<file path="src/rtl/alt3_pkg.sv">
package alt3_pkg;

   // number of samples in the detection window
   localparam int unsigned WIN_LEN = 3;
   // samples that must be stored before a window is complete
   localparam int unsigned HIST_LEN = WIN_LEN - 1;

   // bit 0 holds the newest stored sample, bit 1 the one before it
   typedef enum logic [1:0] {
      ST_ZERO = 2'b00,   // run of zeros, also the reset state
      ST_ONE  = 2'b01,   // a single 1 after a 0
      ST_TEN  = 2'b10,   // a 1 then a 0
      ST_ONES = 2'b11    // run of ones
   } alt_st_e;

   function automatic alt_st_e alt_step(alt_st_e s, logic b);
      alt_st_e n;
      case (s)
         ST_ZERO: n = b ? ST_ONE  : ST_ZERO;
         ST_ONE:  n = b ? ST_ONES : ST_TEN;
         ST_TEN:  n = b ? ST_ONE  : ST_ZERO;
         default: n = b ? ST_ONES : ST_TEN;
      endcase
      return n;
   endfunction

   function automatic logic alt_hit(alt_st_e s, logic b);
      return ((s == ST_ONE) && !b) || ((s == ST_TEN) && b);
   endfunction

endpackage

</file>
<file path="src/rtl/alt3_fill_cnt.sv">
module alt3_fill_cnt #(
   parameter int unsigned NEED = 2
) (
   input  logic clk,
   input  logic rst,
   input  logic adv,
   output logic primed
);
   localparam int unsigned CW = $clog2(NEED + 1);
   localparam logic [CW-1:0] FULL = CW'(NEED);

   if (NEED < 1) begin : g_bad_need
      $error("alt3_fill_cnt: NEED must be at least 1");
   end

   logic [CW-1:0] cnt_q;

   always_ff @(posedge clk) begin
      if (rst)
         cnt_q <= '0;
      else if (adv && (cnt_q != FULL))
         cnt_q <= cnt_q + 1'b1;
   end

   assign primed = (cnt_q == FULL);

   // counter saturates at the fill level
   p_fill_range_r7: assert property (@(posedge clk) disable iff (rst)
      cnt_q <= FULL);

   // no strobe, no count change
   p_fill_hold_r6: assert property (@(posedge clk) disable iff (rst)
      !adv |=> $stable(cnt_q));

endmodule

</file>
<file path="src/rtl/alt3_state_reg.sv">
module alt3_state_reg
   import alt3_pkg::*;
#(
   parameter bit ONEHOT_STATE = 1'b0
) (
   input  logic    clk,
   input  logic    rst,
   input  logic    adv,
   input  logic    bit_in,
   output alt_st_e st
);

   if (ONEHOT_STATE) begin : g_onehot
      logic [3:0] oh_q;
      alt_st_e    cur;
      alt_st_e    nxt;

      always_comb begin
         unique case (1'b1)
            oh_q[1]: cur = ST_ONE;
            oh_q[2]: cur = ST_TEN;
            oh_q[3]: cur = ST_ONES;
            default: cur = ST_ZERO;
         endcase
      end

      assign nxt = alt_step(cur, bit_in);

      always_ff @(posedge clk) begin
         if (rst)
            oh_q <= 4'b0001;
         else if (adv)
            oh_q <= 4'b0001 << nxt;
      end

      assign st = cur;

      // one-hot register keeps exactly one bit set
      p_onehot_r8: assert property (@(posedge clk) disable iff (rst)
         $onehot(oh_q));
   end else begin : g_binary
      alt_st_e st_q;

      always_ff @(posedge clk) begin
         if (rst)
            st_q <= ST_ZERO;
         else if (adv)
            st_q <= alt_step(st_q, bit_in);
      end

      assign st = st_q;
   end

   // history frozen while no sample is strobed
   p_state_hold_r6: assert property (@(posedge clk) disable iff (rst)
      !adv |=> $stable(st));

   // reset lands in the run-of-zeros state
   p_reset_state_r1: assert property (@(posedge clk)
      rst |=> (st == ST_ZERO));

endmodule

</file>
<file path="src/rtl/alt3_match_dec.sv">
module alt3_match_dec
   import alt3_pkg::*;
(
   input  logic    clk,
   input  logic    rst,
   input  logic    vld,
   input  logic    bit_in,
   input  logic    primed,
   input  alt_st_e st,
   output logic    match
);

   assign match = !rst && vld && primed && alt_hit(st, bit_in);

   // idle cycles never flag
   p_idle_quiet_r6: assert property (@(posedge clk) disable iff (rst)
      !vld |-> !match);

   // flag low during reset
   p_reset_quiet_r1: assert property (@(posedge clk)
      rst |-> !match);

endmodule

</file>
<file path="src/rtl/alt3_detect.sv">
module alt3_detect
   import alt3_pkg::*;
#(
   parameter bit ONEHOT_STATE = 1'b0
) (
   input  logic clk,
   input  logic rst,
   input  logic smp_vld,
   input  logic smp_bit,
   output logic match
);

   alt_st_e st;
   logic    primed;

   alt3_state_reg #(
      .ONEHOT_STATE(ONEHOT_STATE)
   ) u_state (
      .clk   (clk),
      .rst   (rst),
      .adv   (smp_vld),
      .bit_in(smp_bit),
      .st    (st)
   );

   alt3_fill_cnt #(
      .NEED(HIST_LEN)
   ) u_fill (
      .clk   (clk),
      .rst   (rst),
      .adv   (smp_vld),
      .primed(primed)
   );

   alt3_match_dec u_dec (
      .clk   (clk),
      .rst   (rst),
      .vld   (smp_vld),
      .bit_in(smp_bit),
      .primed(primed),
      .st    (st),
      .match (match)
   );

   // newest stored bit is the last strobed sample
   p_last_bit_r5: assert property (@(posedge clk) disable iff (rst)
      smp_vld |=> (st[0] == $past(smp_bit)));

   // a hit implies the three bits alternate
   p_alt_r3: assert property (@(posedge clk) disable iff (rst)
      match |-> ((smp_bit != st[0]) && (st[1] != st[0])));

endmodule

</file>
<file path="config.mk">
export PLATFORM = sky130hd
export DESIGN_NAME = alt3_detect
export DESIGN_NICKNAME = d
export VERILOG_FILES = /design/src/rtl/alt3_pkg.sv /design/src/rtl/alt3_fill_cnt.sv /design/src/rtl/alt3_state_reg.sv /design/src/rtl/alt3_match_dec.sv /design/src/rtl/alt3_detect.sv
export SDC_FILE = /design/constraint.sdc
export NUM_CORES = 1
export LEC_CHECK = 0
export BUFFER_PORTS_ARGS = -buffer_cell sky130_fd_sc_hd__buf_2
export CORE_AREA = 2 2 39 41
export DETAILED_ROUTE_END_ITERATION = 16
export DIE_AREA = 0 0 41 43
export PLACE_DENSITY = 0.3
export SYNTH_ARGS = -nofsm -noshare
export SYNTH_HDL_FRONTEND = slang
export SYNTH_SLANG_ARGS = --single-unit
export TNS_END_PERCENT = 5
</file>
<file path="constraint.sdc">
create_clock -name clk -period 1.2 [get_ports clk]
set_clock_uncertainty 0.05 [all_clocks]
set_input_delay 0.24 -clock clk [delete_from_list [all_inputs] [get_ports clk]]
set_output_delay 0.24 -clock clk [all_outputs]
set_load 0.03 [all_outputs]
</file>
==> impl_metrics.yaml, run 1 <==
global_routing:
  grt_pass1_wl_um: 600
  grt_antenna_before_repair: 0
  grt_busiest_layer: "met4"
  grt_usage_pct: 5.73
  grt_max_degree: 6
  grt_pass1_vias: 166
  met2_usage_pct: 5.94
  grt-ovfl-total: 0
  use_met3_pct: 3.14
  grtUsageMet1_pct: 6.47
pwr:
  clkPwrFrac_pct: 38.0
  leakage_nw: 0.136
  intPower_mw: 0.319
  combPwrFrac_pct: 24.1
  p_sw_mw: 0.101
  seq_power_share_pct: 37.9
  vdd_drop_max_mv: 0.416
  swShare_pct: 24.0
  powerDensity_mw_per_mm2: 1290
  power_mw: 0.420
clocking:
  clock_latency_ns: 0.23
  cts-root-buf: "clkbuf_4"
  cts_tree: "yes"
  clockBufferDepth: 2
  htree_num_levels: 1
  ctsHoldBuffers: 0
  cts_setup_buffers: 0
  cts_buffers: 3
  clk_pin_slew_worst_paths_ns: 0.04
  cts_sinks: 4
synthesis:
  ys_seq_area_share_pct: 41.8
  ys_types: 12
  avgSynthCellArea_um2: 9.57
  yosys_warnings: 0
  synth_fp_nets: 25
  ys_ff_latch: 4
  syn_area_um2: 191
  netlist_instances: 20
floorplanning:
  initial_core_util_pct: 13.8
  core-area_mm2: 0.00138
  die_w_um: 41
  num_io_pins: 5
  die_y_um: 43
  die_area_mm2: 0.00176
  rows: 14
route:
  ant_nets: 0
  finalWirelength_um: 373
  viasPerCell: 3.72
  dr.first_iter.drc_count: 0
  firstDrtPassIters: 1
  vias: 175
  drc: 0
  routedWlPerCell_um: 7.94
sta:
  post-route-period-util_pct: 120
  rsz0062_at_grt: "yes"
  setup_ws_ns: -0.234
  finalHoldViolCount: 0
  slew_headroom_pct: 88.2
  worstMarginPinSlew_ns: 0.176
  setup_viol_count_final: 1
  layout_min_cycle_time_ns: 1.43
  fmax_ghz: 0.697
  finalMaxSlewViolations: 0
setup_path:
  cp.required_ns: 0.91
  cp_top_family: "flip-flops"
  cp_cell_sequence: "nand3b_1 > a211oi_4 > buf_6"
  endpoint_kind: "output pin"
  critPathKind: "register to output pin"
  slowest_delay_ns: 0.31
  cp_max_fo: 3
  critPathArrivalTime_ns: 1.14
  timing.rr.start: "u_fill.cnt_q[0]"
  critPathSlowestCell: "dfxtp_2"
  worstSetupStartpointType: "register"
  critPathBufInv: 1
  crit_start: "u_state.st[0]"
finish:
  fin_nets: 38
  final_cell_mix: "nor2_1, buf_4, clkbuf_4, buf_2, dfxtp_2"
  n_antenna_cell: 0
  drive_gt1_share_pct: 67.7
  final-instance-count-excl-fill: 47
  areaGrowthSynthToFinish_pct: 70.6
placement:
  routabilityCongestion: 0.560
  port_buffers: 4
  dpl.hpwl_um: 324
  place_inst: 44
job:
  drv_cap: 0
hold_path:
  min_from: "rst"
  hold_path.class: "input pin to register"
status:
  outcome: "complete, but fails checks"
  violations: "setup timing"
[power by group through the flow]
stage,Sequential [mW],Clock [mW],Combinational (mW)
4_1_cts,0.159,0.171,0.105
2_1_floorplan,0.156,0,0.0490
6_report,0.159,0.160,0.101
5_1_grt,0.161,0.183,0.109
3_5_place_dp,0.156,0,0.0876
3_3_place_gp,0.155,0,0.0850
[worst register-to-register path, stage by stage (launching register included)]
cell      delay [ns]
dfxtp_2         0.32
inv_2           0.04
ha_4            0.16
and2b_4         0.27
nor2_2          0.04
a211oi_2        0.17
[Yosys cell counts]
cell type | n | area share (%)
and2b_4 | 1 | 5.2
inv_1 | 1 | 2.0
nand3b_1 | 1 | 3.9
dfxtp_1 | 4 | 42
a211oi_2 | 1 | 6.5
nand2_1 | 2 | 3.9
mux2i_1 | 2 | 10
nor2_2 | 1 | 3.3
xnor2_1 | 1 | 4.6
nor2_1 | 4 | 7.8
ha_1 | 1 | 6.5
a211oi_1 | 1 | 3.9
[state kept, by name (all words and copies together) (netlist names)]
signal and cells:
u_state.st 2, u_fill.cnt_q 2
[layout make-up]
cell class / instances / area [um^2]
inverters: 1 / 3.75
flip-flops and latches: 4 / 83.8
clock buffers: 3 / 22.5
fillers: 155 / 1060
repair buffers: 8 / 56.3
well taps: 16 / 20.0
multi-input cells: 15 / 140
[repair_timing]
action | 4_1_cts | 5_1_grt
gates resized for setup | 9 | 0
setup endpoints to repair | 2 | 1
pin swaps | 3 | 1
[final timing paths]
kind                     end  slack (ns)  depth (start not counted)
max                    match       -0.23                          3
min          u_fill.cnt_q[1]        0.21                          2
max reg2reg  u_fill.cnt_q[1]        0.07                          5
min reg2reg    u_state.st[0]        0.45                          2
[per-layer routing]
metal | up-vias | part of all wire (%)
met3 | 0 | 5.4
met5 | - | 0
met4 | 0 | 0
met1 | 82 | 42
li1 | 89 | -
met2 | 4 | 52
[cells by family after synthesis]
group	after synthesis	share of synthesized area, %
AO/OA/AOI/OAI	2	10.5
XOR/XNOR	1	4.58
adder cells (fa/ha/maj)	1	6.53
buffers and inverters	1	1.96
flip-flops	4	41.8
multiplexers	2	10.5
AND/OR/NAND/NOR	9	24.2
[per-stage QoR]
step / utilization (%) / area, um^2 / setup TNS [ns] / hold slack (ns) / setup WS [ns]
2_1_floorplan: - / 205 / -0.00736 / 0.255 / -0.00736
3_3_place_gp: 19.9 / 275 / -0.0497 / 0.425 / -0.0497
3_5_place_dp: 19.9 / 275 / -0.0685 / 0.455 / -0.0685
4_1_cts: 23.6 / 327 / -0.262 / 0.202 / -0.262
5_1_grt: 23.6 / 327 / -0.290 / 0.208 / -0.290
6_report: 23.6 / 327 / -0.234 / 0.210 / -0.234
Note: power is estimated with default switching activity, not from simulation.
==> run 2: changes to the inputs <==
Settings changed: CELL_PAD_IN_SITES_DETAIL_PLACEMENT set to 0, CELL_PAD_IN_SITES_GLOBAL_PLACEMENT set to 2, PLACE_DENSITY 0.3 to 0.42.
==> run 2 against run 1 <==
The run still ends with setup timing left; combinational power about the same; via count decreased by 0.57%; clock-buffer cell count is the same; largest power group unchanged.
==> impl_metrics.yaml, run 2 (synthesis gave the netlist of run 1 again) <==
status:
  outcome: "complete, but fails checks"
  violations: "setup timing"
clocking:
  htree_num_levels: 1
  cts-root-buf: "clkbuf_4"
  clock_latency_ns: 0.23
  ctsHoldBuffers: 0
  clockBufferDepth: 2
  cts_setup_buffers: 0
  cts_tree: "yes"
  cts_sinks: 4
  cts_buffers: 3
  clk_pin_slew_worst_paths_ns: 0.04
sta:
  worstMarginPinSlew_ns: 0.184
  rsz0062_at_grt: "yes"
  layout_min_cycle_time_ns: 1.42
  finalMaxSlewViolations: 0
  fmax_ghz: 0.702
  timing.hold.ws_ns: 0.210
  setup_viol_count_final: 1
  slew_headroom_pct: 87.7
  setup_ws_ns: -0.224
  finalHoldViolCount: 0
  post-route-period-util_pct: 119
setup_path:
  critPathKind: "register to output pin"
  critPathArrivalTime_ns: 1.13
  critPathSlowestCell: "dfxtp_2"
  cp_cell_sequence: "nand3b_1 > a211oi_4 > buf_6"
  slowest_delay_ns: 0.32
  cp_top_family: "flip-flops"
  cp.required_ns: 0.91
  worstSetupStartpointType: "register"
  critPathBufInv: 1
  endpoint_kind: "output pin"
  cp_max_fo: 3
global_routing:
  grt_pass1_vias: 183
  grt_usage_pct: 7.03
  grt_pass1_wl_um: 731
  grt_antenna_before_repair: 0
  grt-ovfl-total: 0
  grt_max_degree: 6
placement:
  placed_cell_area_um2: 275
  port_buffers: 4
  routabilityCongestion: 0.655
floorplanning:
  rows: 14
  die_y_um: 43
  initial_core_util_pct: 13.8
  num_io_pins: 5
  core-area_mm2: 0.00138
  die_w_um: 41
  die_area_mm2: 0.00176
route:
  ant_nets: 0
  routedWlPerCell_um: 9.60
  viasPerCell: 3.70
  dr.first_iter.drc_count: 3
  finalWirelength_um: 451
  firstDrtPassIters: 3
  drc: 0
  vias: 174
pwr:
  vdd_drop_max_mv: 0.393
  leakage_nw: 0.130
  powerDensity_mw_per_mm2: 1300
  power_mw: 0.427
finish:
  multi_input_area_um2: 140
  drive_gt1_share_pct: 77.4
  fin_nets: 38
  finalInstanceArea_um2: 328
  areaGrowthSynthToFinish_pct: 71.2
  seq_area_um2: 85.1
  postLayoutCoreUtil_pct: 23.7
  n_antenna_cell: 0
  final_cell_mix: "buf_4, dfxtp_2, nor2_1, clkbuf_4, buf_2"
  n_fill_cell: 152
job:
  drv_cap: 0
hold_path:
  hold_path.class: "input pin to register"
## run 2: cell counts in the layout (fill, tap and decap cells not counted)
Identical to the previous run, type by type.
## run 2: path summary, 6_finish.rpt
check / cells after the start / to / startpoint / slack [ns]
max: 3 / match / u_state.st[0] / -0.22
min: 2 / u_fill.cnt_q[1] / rst / 0.21
max reg2reg: 5 / u_fill.cnt_q[1] / u_fill.cnt_q[0] / 0.08
min reg2reg: 2 / u_state.st[1] / u_state.st[0] / 0.46
## run 2: metal layers
layer  part of all wire (%)  global-route usage [%]  wire length, um  up-vias
li1                       -                       -                -       89
met1                     47                    7.07              211       81
met2                     48                    8.44              217        2
met3                    3.1                    4.71               14        2
met4                    1.8                    8.00                8        0
met5                      0                       0                0        -
## run 2: layout make-up
class                           count  share of cell area [%]
Sequential cell                     4                    26.0
Clock buffer                        3                    6.87
Timing Repair Buffer                8                    17.2
Multi-Input combinational cell     15                    42.7
Inverter                            1                    1.15
Tap cell                           16                    6.11
## run 2: per-stage QoR
step | setup WS, ns | setup TNS [ns] | instances
floorplan | -0.00736 | -0.00736 | 20
global placement | -0.0512 | -0.0512 | 44
detailed placement | -0.0615 | -0.0615 | 44
CTS | -0.241 | -0.241 | 47
global route | -0.277 | -0.277 | 47
finish | -0.224 | -0.224 | 47
## run 2: power breakdown
part	internal (mW)	switching [mW]	leakage (nW)
clock	0.112	0.0568	0.0138
sequential	0.149	0.0101	0.0344
combinational	0.0568	0.0421	0.0820
total	0.318	0.109	0.130
## run 2: timing repair
item | in CTS | in global routing
endpoints found under the setup margin | 1 | 1
pin swaps | 3 | 1
endpoints found under the hold margin | 0 | 0
gates resized for setup | 10 | 1
